## src/rtl/fan_tach_pkg.sv

```systemverilog
package fan_tach_pkg;

  typedef enum logic [1:0] {
    EDGE_FALL = 2'b00,
    EDGE_RISE = 2'b01,
    EDGE_BOTH = 2'b10,
    EDGE_NONE = 2'b11
  } edge_mode_e;

  typedef enum logic [1:0] {
    ST_IDLE = 2'd0,
    ST_ARM  = 2'd1,
    ST_MEAS = 2'd2
  } meas_state_e;

  localparam int CNT_W    = 20;
  localparam int RES_W    = 32;
  localparam int DONE_BIT = 31;
  localparam int PC_W     = 8;

  // last prescaler value for divider code d: (4 << 2d) - 1
  function automatic logic [PC_W-1:0] div_last(input logic [1:0] d);
    logic [PC_W:0] full;
    logic [PC_W:0] less;
    full = 9'd4 << {d, 1'b0};
    less = full - 9'd1;
    return less[PC_W-1:0];
  endfunction

endpackage

```

## src/rtl/tach_sync.sv

```systemverilog
module tach_sync #(
  parameter int NUM_CH = 16
) (
  input  logic              clk,
  input  logic              rst_n,
  input  logic [NUM_CH-1:0] pin,
  output logic [NUM_CH-1:0] rise,
  output logic [NUM_CH-1:0] fall
);

  for (genvar g = 0; g < NUM_CH; g++) begin : g_ch
    logic meta_q, sync_q, last_q;

    always_ff @(posedge clk or negedge rst_n) begin
      if (!rst_n) begin
        meta_q <= 1'b0;
        sync_q <= 1'b0;
        last_q <= 1'b0;
      end else begin
        meta_q <= pin[g];
        sync_q <= meta_q;
        last_q <= sync_q;
      end
    end

    assign rise[g] = sync_q & ~last_q;
    assign fall[g] = ~sync_q & last_q;
  end

endmodule

```

## src/rtl/tach_trig_pick.sv

```systemverilog
module tach_trig_pick #(
  parameter int NUM_CH = 16,
  localparam int CH_W  = $clog2(NUM_CH)
) (
  input  logic              clk,
  input  logic              rst_n,
  input  logic [NUM_CH-1:0] trigger,
  output logic              start,
  output logic [CH_W-1:0]   start_ch
);

  logic [NUM_CH-1:0] trig_q;
  logic [NUM_CH-1:0] fresh;

  always_ff @(posedge clk or negedge rst_n) begin
    if (!rst_n) trig_q <= '0;
    else        trig_q <= trigger;
  end

  assign fresh = trigger & ~trig_q;
  assign start = |fresh;

  always_comb begin
    start_ch = '0;
    for (int i = NUM_CH - 1; i >= 0; i--) begin
      if (fresh[i]) start_ch = i[CH_W-1:0];
    end
  end

endmodule

```

## src/rtl/tach_cfg_sel.sv

```systemverilog
module tach_cfg_sel #(
  parameter int NUM_CH   = 16,
  parameter int NUM_PORT = 8,
  parameter int NUM_TYPE = 3,
  parameter int WIN_W    = 16,
  localparam int CH_W    = $clog2(NUM_CH),
  localparam int PSEL_W  = $clog2(NUM_PORT),
  localparam int TSEL_W  = $clog2(NUM_TYPE)
) (
  input  logic [CH_W-1:0]            ch,
  input  logic [NUM_CH-1:0]          chan_en,
  input  logic [NUM_CH*PSEL_W-1:0]   chan_src,
  input  logic [NUM_PORT*TSEL_W-1:0] port_type,
  input  logic [NUM_TYPE*2-1:0]      type_mode,
  input  logic [NUM_TYPE*2-1:0]      type_div,
  input  logic [NUM_TYPE*WIN_W-1:0]  type_window,
  output logic                       sel_en,
  output logic [1:0]                 sel_mode,
  output logic [1:0]                 sel_div,
  output logic [WIN_W-1:0]           sel_win
);

  localparam logic [TSEL_W:0] TYPE_LIMIT = NUM_TYPE[TSEL_W:0];

  logic [PSEL_W-1:0] port;
  logic [TSEL_W-1:0] tsel;
  logic [TSEL_W-1:0] tidx;

  always_comb begin
    port     = chan_src[ch*PSEL_W +: PSEL_W];
    tsel     = port_type[port*TSEL_W +: TSEL_W];
    tidx     = ({1'b0, tsel} < TYPE_LIMIT) ? tsel : '0;
    sel_en   = chan_en[ch];
    sel_mode = type_mode[tidx*2 +: 2];
    sel_div  = type_div[tidx*2 +: 2];
    sel_win  = type_window[tidx*WIN_W +: WIN_W];
  end

endmodule

```

## src/rtl/tach_engine.sv

```systemverilog
module tach_engine
  import fan_tach_pkg::*;
#(
  parameter int NUM_CH = 16,
  parameter int WIN_W  = 16,
  localparam int CH_W  = $clog2(NUM_CH)
) (
  input  logic              clk,
  input  logic              rst_n,
  input  logic              start,
  input  logic [CH_W-1:0]   start_ch,
  input  logic              cfg_en,
  input  logic [1:0]        cfg_mode,
  input  logic [1:0]        cfg_div,
  input  logic [WIN_W-1:0]  cfg_win,
  input  logic [NUM_CH-1:0] rise,
  input  logic [NUM_CH-1:0] fall,
  output logic [RES_W-1:0]  result
);

  meas_state_e      state_q, state_d;
  logic [CH_W-1:0]  ch_q, ch_d;
  edge_mode_e       mode_q, mode_d;
  logic             en_q, en_d;
  logic [PC_W-1:0]  last_q, last_d;
  logic [WIN_W-1:0] win_q, win_d;
  logic [PC_W-1:0]  pc_q, pc_d;
  logic [WIN_W-1:0] wcnt_q, wcnt_d;
  logic [CNT_W-1:0] cnt_q, cnt_d;
  logic [RES_W-1:0] res_q, res_d;

  logic             qual, tick, expire;
  logic [WIN_W:0]   wnext;
  logic [RES_W-1:0] done_zero;

  assign done_zero = RES_W'(1) << DONE_BIT;

  always_comb begin
    case (mode_q)
      EDGE_FALL: qual = fall[ch_q];
      EDGE_RISE: qual = rise[ch_q];
      EDGE_BOTH: qual = rise[ch_q] | fall[ch_q];
      default:   qual = 1'b0;
    endcase
    qual   = qual & en_q;
    tick   = (pc_q == last_q);
    wnext  = {1'b0, wcnt_q} + 1'b1;
    expire = tick && ({1'b0, win_q} <= wnext);
  end

  always_comb begin
    state_d = state_q;
    ch_d    = ch_q;
    mode_d  = mode_q;
    en_d    = en_q;
    last_d  = last_q;
    win_d   = win_q;
    pc_d    = pc_q;
    wcnt_d  = wcnt_q;
    cnt_d   = cnt_q;
    res_d   = res_q;
    if (start) begin
      state_d = ST_ARM;
      ch_d    = start_ch;
      mode_d  = edge_mode_e'(cfg_mode);
      en_d    = cfg_en;
      last_d  = div_last(cfg_div);
      win_d   = cfg_win;
      pc_d    = '0;
      wcnt_d  = '0;
      cnt_d   = '0;
      res_d   = '0;
    end else if (state_q != ST_IDLE) begin
      pc_d = tick ? '0 : pc_q + 1'b1;
      if (tick) begin
        wcnt_d = wnext[WIN_W-1:0];
        cnt_d  = cnt_q + 1'b1;
      end
      if (state_q == ST_ARM) begin
        if (qual) begin
          state_d = ST_MEAS;
          pc_d    = '0;
          cnt_d   = '0;
        end else if (expire) begin
          state_d = ST_IDLE;
          res_d   = done_zero;
        end
      end else begin
        if (qual) begin
          state_d = ST_IDLE;
          res_d   = done_zero | RES_W'(cnt_q + CNT_W'(tick));
        end else if (expire) begin
          state_d = ST_IDLE;
          res_d   = done_zero;
        end
      end
    end
  end

  always_ff @(posedge clk or negedge rst_n) begin
    if (!rst_n) begin
      state_q <= ST_IDLE;
      ch_q    <= '0;
      mode_q  <= EDGE_FALL;
      en_q    <= 1'b0;
      last_q  <= '0;
      win_q   <= '0;
      pc_q    <= '0;
      wcnt_q  <= '0;
      cnt_q   <= '0;
      res_q   <= '0;
    end else begin
      state_q <= state_d;
      ch_q    <= ch_d;
      mode_q  <= mode_d;
      en_q    <= en_d;
      last_q  <= last_d;
      win_q   <= win_d;
      pc_q    <= pc_d;
      wcnt_q  <= wcnt_d;
      cnt_q   <= cnt_d;
      res_q   <= res_d;
    end
  end

  assign result = res_q;

endmodule

```

## src/rtl/fan_tach_meter.sv

```systemverilog
module fan_tach_meter
  import fan_tach_pkg::*;
#(
  parameter int NUM_CH   = 16,
  parameter int NUM_PORT = 8,
  parameter int NUM_TYPE = 3,
  parameter int WIN_W    = 16,
  localparam int CH_W    = $clog2(NUM_CH),
  localparam int PSEL_W  = $clog2(NUM_PORT),
  localparam int TSEL_W  = $clog2(NUM_TYPE)
) (
  input  logic                       clk,
  input  logic                       rst_n,
  input  logic [NUM_CH-1:0]          tach_in,
  input  logic [NUM_CH-1:0]          chan_en,
  input  logic [NUM_CH*PSEL_W-1:0]   chan_src,
  input  logic [NUM_PORT*TSEL_W-1:0] port_type,
  input  logic [NUM_TYPE*2-1:0]      type_mode,
  input  logic [NUM_TYPE*2-1:0]      type_div,
  input  logic [NUM_TYPE*WIN_W-1:0]  type_window,
  input  logic [NUM_CH-1:0]          trigger,
  output logic [RES_W-1:0]           result
);

  logic [NUM_CH-1:0] rise, fall;
  logic              start;
  logic [CH_W-1:0]   start_ch;
  logic              sel_en;
  logic [1:0]        sel_mode, sel_div;
  logic [WIN_W-1:0]  sel_win;

  tach_sync #(.NUM_CH(NUM_CH)) i_sync (
    .clk(clk), .rst_n(rst_n), .pin(tach_in), .rise(rise), .fall(fall)
  );

  tach_trig_pick #(.NUM_CH(NUM_CH)) i_pick (
    .clk(clk), .rst_n(rst_n), .trigger(trigger),
    .start(start), .start_ch(start_ch)
  );

  tach_cfg_sel #(
    .NUM_CH(NUM_CH), .NUM_PORT(NUM_PORT), .NUM_TYPE(NUM_TYPE), .WIN_W(WIN_W)
  ) i_cfg (
    .ch(start_ch), .chan_en(chan_en), .chan_src(chan_src),
    .port_type(port_type), .type_mode(type_mode), .type_div(type_div),
    .type_window(type_window), .sel_en(sel_en), .sel_mode(sel_mode),
    .sel_div(sel_div), .sel_win(sel_win)
  );

  tach_engine #(.NUM_CH(NUM_CH), .WIN_W(WIN_W)) i_engine (
    .clk(clk), .rst_n(rst_n), .start(start), .start_ch(start_ch),
    .cfg_en(sel_en), .cfg_mode(sel_mode), .cfg_div(sel_div),
    .cfg_win(sel_win), .rise(rise), .fall(fall), .result(result)
  );

endmodule

```

## config.mk

```make
export PLATFORM = sky130hd
export DESIGN_NAME = fan_tach_meter
export DESIGN_NICKNAME = d
export VERILOG_FILES = /design/src/rtl/fan_tach_pkg.sv /design/src/rtl/tach_sync.sv /design/src/rtl/tach_trig_pick.sv /design/src/rtl/tach_cfg_sel.sv /design/src/rtl/tach_engine.sv /design/src/rtl/fan_tach_meter.sv
export SDC_FILE = /design/constraint.sdc
export NUM_CORES = 1
export LEC_CHECK = 0
export BUFFER_PORTS_ARGS = -buffer_cell sky130_fd_sc_hd__buf_2
export CORE_ASPECT_RATIO = 1.5
export CORE_MARGIN = 2
export CORE_UTILIZATION = 35
export CTS_CLUSTER_SIZE = 24
export DETAILED_ROUTE_END_ITERATION = 8
export SLEW_MARGIN = 20
export SYNTH_ARGS = -nofsm -noshare
export SYNTH_HDL_FRONTEND = slang
export SYNTH_HIERARCHICAL = 1
export SYNTH_SLANG_ARGS = --single-unit
```

## constraint.sdc

```tcl
create_clock -name clk -period 5.5 [get_ports clk]
set_clock_uncertainty 0.1 [all_clocks]
set_input_delay 0.275 -clock clk [delete_from_list [all_inputs] [get_ports clk]]
set_output_delay 0.275 -clock clk [all_outputs]
set_load 0.05 [all_outputs]
```

## After elaboration in Yosys (flattened, before gate mapping)

Index checks and enable logic that the tools add are counted.

| word-level totals | value |
|---|---|
| flip-flop bits (word level) | 173 |
| bits in latches | 0 |
| memory bits (writable) | 0 |
| ROM bits | 0 |
| input bits | 174 |
| output and inout port bits | 32 |
| logic and storage cells | 205 |
| memories kept | 0 |

| operators by class | value |
|---|---|
| add/subtract/negate cells | 5 |
| $mul | 1 |
| div/mod/pow operators | 0 |
| order comparisons | 4 |
| eq/ne operators | 5 |
| shifts and indexed selects | 6 |
| multiplexer cells | 49 |
| bitwise logic cells | 68 |
| reduce and logical (&&, ||, !) cells | 8 |

Operator list:

| operator | number |
|---|---|
| 32-bit two-way mux | 6 |
| 20-bit two-way mux | 5 |
| 4-bit two-way mux | 16 |
| 16-bit two-way mux | 3 |
| 48-bit by 7-bit variable part select with 16-bit output | 1 |
| 48-bit by 7-bit variable part select with 3-bit output | 1 |
| 8-bit two-way mux | 5 |
| 1-bit AND | 33 |
| 1-bit inverter | 32 |
| 20-bit by 1-bit adder with 21-bit output | 1 |
| 20-bit by 1-bit adder with 20-bit output (second input constant) | 1 |
| 16-bit by 1-bit adder with 17-bit output (second input constant) | 1 |
| 16-bit by 17-bit less-or-equal comparator with 1-bit output | 1 |
| 16-bit AND | 1 |
| 16-bit inverter | 1 |
| 16-bit OR reduction | 1 |
| 16-bit by 5-bit variable part select with 2-bit output | 1 |
| 2-bit two-way mux | 7 |
| 1-bit binary-select mux with 4-bit select | 3 |
| 6-bit by 4-bit variable part select with 2-bit output | 2 |
| 4-bit by 5-bit < comparator with 1-bit output (second input constant) | 2 |
| 8-bit by 1-bit adder with 8-bit output (second input constant) | 1 |
| 8-bit equality test | 1 |
| 3-bit by 3-bit << shifter with 8-bit output (first input constant) | 1 |
| 13 further kinds | 19 |

## Logic depth before layout (Yosys ltp)

| depth | value |
|---|---|
| depth in word-level cells | 26 |
| mapped depth | 17 |
| mapped depth without buffers | 15 |

## Cells and area by module

Netlist, hierarchy kept.

By module, submodules not included:

| module | times used | cells each | area an instance (um2) | sequential area each (um2) |
|---|---|---|---|---|
| tach_engine | 1 | 608 | 5920.7 | 2652.5 |
| tach_sync | 1 | 80 | 1481.4 | 1201.2 |
| tach_cfg_sel | 1 | 115 | 1353.8 | 0.0 |
| tach_trig_pick | 1 | 64 | 688.2 | 400.4 |

## Least setup slack after synthesis

No wires, ideal clock.

| path | value |
|---|---|
| path kind | register -> register |
| from | reg i_pick.trig_q[14] |
| to | reg i_engine.last_q[5] |
| setup time | 125 ps |
| data arrival time | 3937 ps |
| data required time | 5275 ps |
| path slack | 1338 ps |
| cell stages (with the launch flop) | 16 |
| path buffers | 3 |
| path through | dfrtp_1 > nand2b_4 > a211o_2 > a31o_1 > a21boi_1 > clkbuf_1 > mux4_2 > mux4_2 > buf_6 > mux2i_1 > mux2_2 > buf_6 > o221a_1 > or2_2 > ha_1 > mux2_2 |

| between the ends | value |
|---|---|
| word-level cells in the longest chain between the ends | 25 |
| elaborated cells on any way between the ends | 26 |
| those cells by class | add/sub (1); mul (1); order compare (1); shift (4); mux (16); bitwise (2); reduce/logical (1) |

Ends and longest elaborated chain:

| item | RTL line | RTL |
|---|---|---|
| start, declared | tach_trig_pick.sv:12 | `logic [NUM_CH-1:0] trig_q;` |
| start signal, assigned | tach_trig_pick.sv:17 | `else trig_q <= trigger;` |
| 16-bit inverter (*) | tach_trig_pick.sv:20 | `assign fresh = trigger & ~trig_q;` |
| 16-bit AND (*) | tach_trig_pick.sv:20 |  |
| 4-bit two-way mux (*) (15 in series) | tach_trig_pick.sv:26 | `if (fresh[i]) start_ch = i[CH_W-1:0];` |
| via start_ch[1] | fan_tach_meter.sv:27 | `logic [CH_W-1:0] start_ch;` |
| 4-bit by 2-bit multiplier with 6-bit output (*) | tach_cfg_sel.sv:30 | `port = chan_src[ch*PSEL_W +: PSEL_W];` |
| 48-bit by 7-bit variable part select with 3-bit output (*) | tach_cfg_sel.sv:30 |  |
| 16-bit by 5-bit variable part select with 2-bit output (*) | tach_cfg_sel.sv:31 | `tsel = port_type[port*TSEL_W +: TSEL_W];` |
| 2-bit < comparator | tach_cfg_sel.sv:32 | `tidx = ({1'b0, tsel} < TYPE_LIMIT) ? tsel : '0;` |
| 2-bit two-way mux (*) | tach_cfg_sel.sv:32 |  |
| 6-bit by 4-bit variable part select with 2-bit output (*) | tach_cfg_sel.sv:35 | `sel_div = type_div[tidx*2 +: 2];` |
| via sel_div[1] | fan_tach_meter.sv:29 | `logic [1:0] sel_mode, sel_div;` |
| 3-bit by 3-bit << shifter with 8-bit output (*) | fan_tach_pkg.sv:25 | `full = 9'd4 << {d, 1'b0};` |
| 8-bit by 1-bit subtractor with 8-bit output (*) | fan_tach_pkg.sv:26 | `less = full - 9'd1;` |
| end signal, assigned | tach_engine.sv:117 | `last_q <= last_d;` |
| end, declared | tach_engine.sv:25 | `logic [PC_W-1:0] last_q, last_d;` |

The timed path passes the listed nets; every way through them passes the cells marked *.
A chain may end at the register's enable or synchronous reset.

## Final worst setup path

| path | value |
|---|---|
| from | in trigger[13] |
| to | reg i_engine.last_q[5] |

| between the ends | value |
|---|---|
| word-level cells in the longest chain between the ends | 23 |
| elaborated cells on any way between the ends | 24 |
| those cells by class | add/sub (1); mul (1); order compare (1); shift (4); mux (15); bitwise (1); reduce/logical (1) |

Ends and longest elaborated chain:

| item | RTL line | RTL |
|---|---|---|
| start, declared | fan_tach_meter.sv:21 | `input logic [NUM_CH-1:0] trigger,` |
| 16-bit AND (*) | tach_trig_pick.sv:20 |  |
| 4-bit two-way mux (*) (14 in series) | tach_trig_pick.sv:26 |  |
| via start_ch[0] | fan_tach_meter.sv:27 |  |
| 4-bit by 2-bit multiplier with 6-bit output (*) | tach_cfg_sel.sv:30 |  |
| 48-bit by 7-bit variable part select with 3-bit output (*) | tach_cfg_sel.sv:30 |  |
| 16-bit by 5-bit variable part select with 2-bit output (*) | tach_cfg_sel.sv:31 |  |
| 2-bit < comparator | tach_cfg_sel.sv:32 |  |
| 2-bit two-way mux (*) | tach_cfg_sel.sv:32 |  |
| 6-bit by 4-bit variable part select with 2-bit output (*) | tach_cfg_sel.sv:35 |  |
| via sel_div[1] | fan_tach_meter.sv:29 |  |
| 3-bit by 3-bit << shifter with 8-bit output (*) | fan_tach_pkg.sv:25 |  |
| 8-bit by 1-bit subtractor with 8-bit output (*) | fan_tach_pkg.sv:26 |  |

Marks and branches as above.

==> results_dict.tcl <==
set metrics [dict create \
    post-cts-setup-buffers 0 \
    portBuffers 205 \
    dp_slack_ns 0.672 \
    clockPowerShare_pct 35.4 \
    leakage_uw 0.00520 \
    grt_pass1_wl_um 40500 \
    netlist_instances 867 \
    crit_top_cell "mux2_2" \
    cts-root-buf "clkbuf_16" \
    max_cap_violations 0 \
    whs_path_depth 4 \
    grt_pass1_vias 7906 \
    clkTransAtPathRegs_ns 0.08 \
    setup_viol 0 \
    vias 7462 \
    reg2reg_to "i_engine/last_q[5]" \
    synth_warnings 6 \
    drv_slew 0 \
    route.detailed.drc 0 \
    p_per_area_mw_per_mm2 291 \
    worstReg2RegStart "i_pick/trig_q[13]" \
    crit_buf_inv 2 \
    rsz0062_at_grt "false" \
    drive_above_1_share_pct 32.9 \
    hpwl_um 18500 \
    grt_overflow_total 0 \
    fin_crit_sh_pct 89.2 \
    detail-route-antenna-nets 0 \
    first_pass_iters 4 \
    fin_cells 1449 \
    regArea_mm2 0.00425 \
    ys_seq_area_share_pct 45.0 \
    critPathMaxFanout 20 \
    dp.cells 1382 \
    pwr-share-seq_pct 41.7 \
    fmax_mhz 204 \
    place_area_mm2 0.0108 \
    place.gp.congestion 0.872 \
    nets 1293 \
    synth_area_leader_cell "dfrtp_1" \
    fillers 2526 \
    die_h_um 205 \
    area_growth_pct 24.2 \
    crit_family "multiplexers" \
    synth_nets 1063 \
    grt_usage_pct 17.9 \
    finalInstanceArea_mm2 0.0117 \
    antenna_found_initial 2 \
    initial_utilization_pct 35.7 \
    switching_share_pct 31.0 \
    min_from "type_window[16]" \
    clock-sinks 170 \
    r2r_slack_ns 0.71 \
    multi_input_area_mm2 0.00484 \
    outcome "finished, final reports clean" \
    drtIter0Drc 271 \
    fin_tns_setup_ns 0 \
    synth_area_leaders "dfrtp_1 (45%), mux4_2 (3.8%), and2b_2 (3.1%)" \
    comb_power_share_pct 22.9 \
    synth-edff-count 0 \
    p_sw_uw 1060 \
    die_area_mm2 0.0283 \
    slowest_delay_ns 0.74 \
    finalHoldViolCount 0 \
    yosys_most_used_dff "dfrtp_1" \
    power.internal_uw 2350 \
    worst_setup_path_end_kind "flop" \
    synth_cell_types 70 \
    min_to "i_engine/win_q[0]" \
    tightestPinTransition_ns 0.928 \
    synth_seq_cells 170 \
    grt_max_degree 60 \
    cts_max_path_buffers 2 \
    clk-insertion-delay-late_ns 0.44 \
    avgSynthCellArea_um2 10.9 \
    async_reset_ff_share_pct 100 \
    io_pins 206 \
    viasPerCell 5.15 \
    die_x_um 138 \
    finalWorstPathRequiredPeriod_ns 4.91 \
    required_ns 5.72 \
    ir_worst_vdd_v 0.000237 \
    cp.arrival_ns 5.12 \
    routed_wirelength_um 24800 \
    rows 73 \
    worst_setup_path_start_kind "input port" \
    path_class "in2reg" \
    h-tree-depth 4 \
    core-area_mm2 0.0265 \
    yosysTopAreaCellShare_pct 45.0 \
    slowest_stage "o22ai_2" \
    avgRoutedWirePerCell_um 17.1 \
    cp_cell_sequence "dlygate4sd3_1 > buf_2 > nor2b_1 > a31oi_1 > o21ai_1 > a2111oi_2 > o22ai_2 > mux4_1 > mux4_2 > mux2i_1 > mux2_2 > o221a_1 > or2_2 > ha_1 > mux2_2" \
    reg2reg_depth 13 \
    hold_path.class "in2reg" \
    total_power_uw 3410 \
    cts_buffers 17 \
    cts_tree "yes" \
    setup_slack_ns 0.595 \
    slew_headroom_pct 38.1 \
    syn_area_mm2 0.00944 \
]
## per-layer routing
metal | global-route usage [%] | vias to the layer above | share of wire (%)
li1 | - | 3610 | -
met1 | 20.1 | 3662 | 40
met2 | 33.8 | 163 | 54
met3 | 3.75 | 27 | 4.0
met4 | 5.69 | 0 | 1.7
met5 | 0 | - | 0
## final cells by class
cell class	instances	area share, %
diodes	2	0.0427
clock buffers	17	3.63
inverters	38	1.22
repair buffers	251	12.5
clock inverters	15	1.47
well taps	337	3.60
flip-flops and latches	170	36.3
multi-input cells	619	41.3
## how the worst max path moves through the flow
stage | slack [ns] | cells after the start | start | endpoint
5_1_grt | 0.40 | 15 | trigger[13] | i_engine/last_q[5]
4_1_cts | 0.60 | 15 | trigger[13] | i_engine/last_q[5]
3_3_place_gp | 0.71 | 14 | trigger[13] | i_engine/last_q[5]
6_report | 0.59 | 15 | trigger[13] | i_engine/last_q[5]
3_5_place_dp | 0.67 | 14 | trigger[13] | i_engine/last_q[5]
2_1_floorplan | 1.34 | 15 | i_pick/trig_q[14] | i_engine/last_q[5]
## cells by family after synthesis
logic type               Yosys count  share of synthesized area [%]
AND/OR/NAND/NOR                  315                           19.2
adder cells (fa/ha/maj)           22                           2.91
flip-flops                       170                           45.0
XOR/XNOR                          49                           4.54
AO/OA/AOI/OAI                    156                           11.9
buffers and inverters             78                           3.92
multiplexers                      77                           12.5
## layout by cell type, fill, tap and decap left out, types with 10 or more instances in the layout
cell type and instances:
nor2b_1 18, mux4_1 11, nor2_1 48, a21oi_1 17
nand2b_2 20, o21ai_0 39, inv_1 35, a31oi_1 15
buf_2 204, mux2_2 23, and3_1 23, buf_4 13
mux2i_1 26, nand2b_1 22, dlygate4sd3_1 33, xnor2_1 27
dfrtp_1 170, o211ai_1 10, ha_1 22, o221a_1 20
mux4_2 16, clkbuf_16 17, nand4_1 10, nand3_1 34
nand2_1 53, nor3_1 22, and2b_2 33, xor2_1 22
## through the flow
step | hold WS [ns] | util, %
floorplan | -0.121 | -
global placement | 0.176 | 40.7
detailed placement | 0.184 | 40.7
CTS | 0.0998 | 44.2
global route | 0.132 | 44.2
finish | 0.124 | 44.3
## cell usage after synthesis, types with 4 or more instances
master	instances
mux4_1	11
buf_6	9
o211ai_1	10
mux2_2	23
o22ai_1	10
ha_1	22
and2b_2	33
mux4_2	16
mux2i_1	27
a31o_2	4
a21o_1	4
nor2b_1	18
nor2_1	48
or3_1	6
nand2b_2	20
a22oi_1	7
nand4_1	10
nand2b_1	22
inv_1	35
dfrtp_1	170
o21ai_0	39
nand3_1	34
o31ai_1	4
buf_2	5
clkbuf_1	22
and3_1	23
nand2_1	54
xnor2_1	27
o221a_1	20
nor3_1	22
xor2_1	22
a21oi_1	17
or2_2	5
a31oi_1	15
## what timing repair did
item / 4_1_cts / 5_1_grt
endpoints found under the hold margin: 87 / 0
gates resized for setup: 0 / 0
hold buffers: 33 / 0
## state kept, by name, summed over array words and instances (netlist names), 5 cells and up
name / flops
i_engine/cnt_q: 20
i_engine/last_q: 5
i_engine/pc_q: 8
i_engine/result: 32
i_engine/wcnt_q: 16
i_engine/win_q: 16
i_pick/trig_q: 16
i_sync/g_ch.last_q: 16
i_sync/g_ch.meta_q: 16
i_sync/g_ch.sync_q: 16
## power by group through the flow
stage | logic (uW) | registers (uW) | clock network, uW
floorplan | 572 | 1410 | 0
global placement | 750 | 1450 | 0
detailed placement | 771 | 1450 | 0
CTS | 791 | 1430 | 1250
global route | 870 | 1440 | 1300
finish | 782 | 1420 | 1210
## worst register-to-register path, stage by stage (launching register included)
cell	delay, ns
dfrtp_1	0.36
nor2b_1	0.19
a31oi_1	0.07
o21ai_1	0.19
a2111oi_2	0.11
o22ai_2	0.74
mux4_1	0.65
mux4_2	0.58
mux2i_1	0.16
mux2_2	0.46
o221a_1	0.32
or2_2	0.31
ha_1	0.18
mux2_2	0.26
No activity file was read; power rests on OpenSTA's default activity.
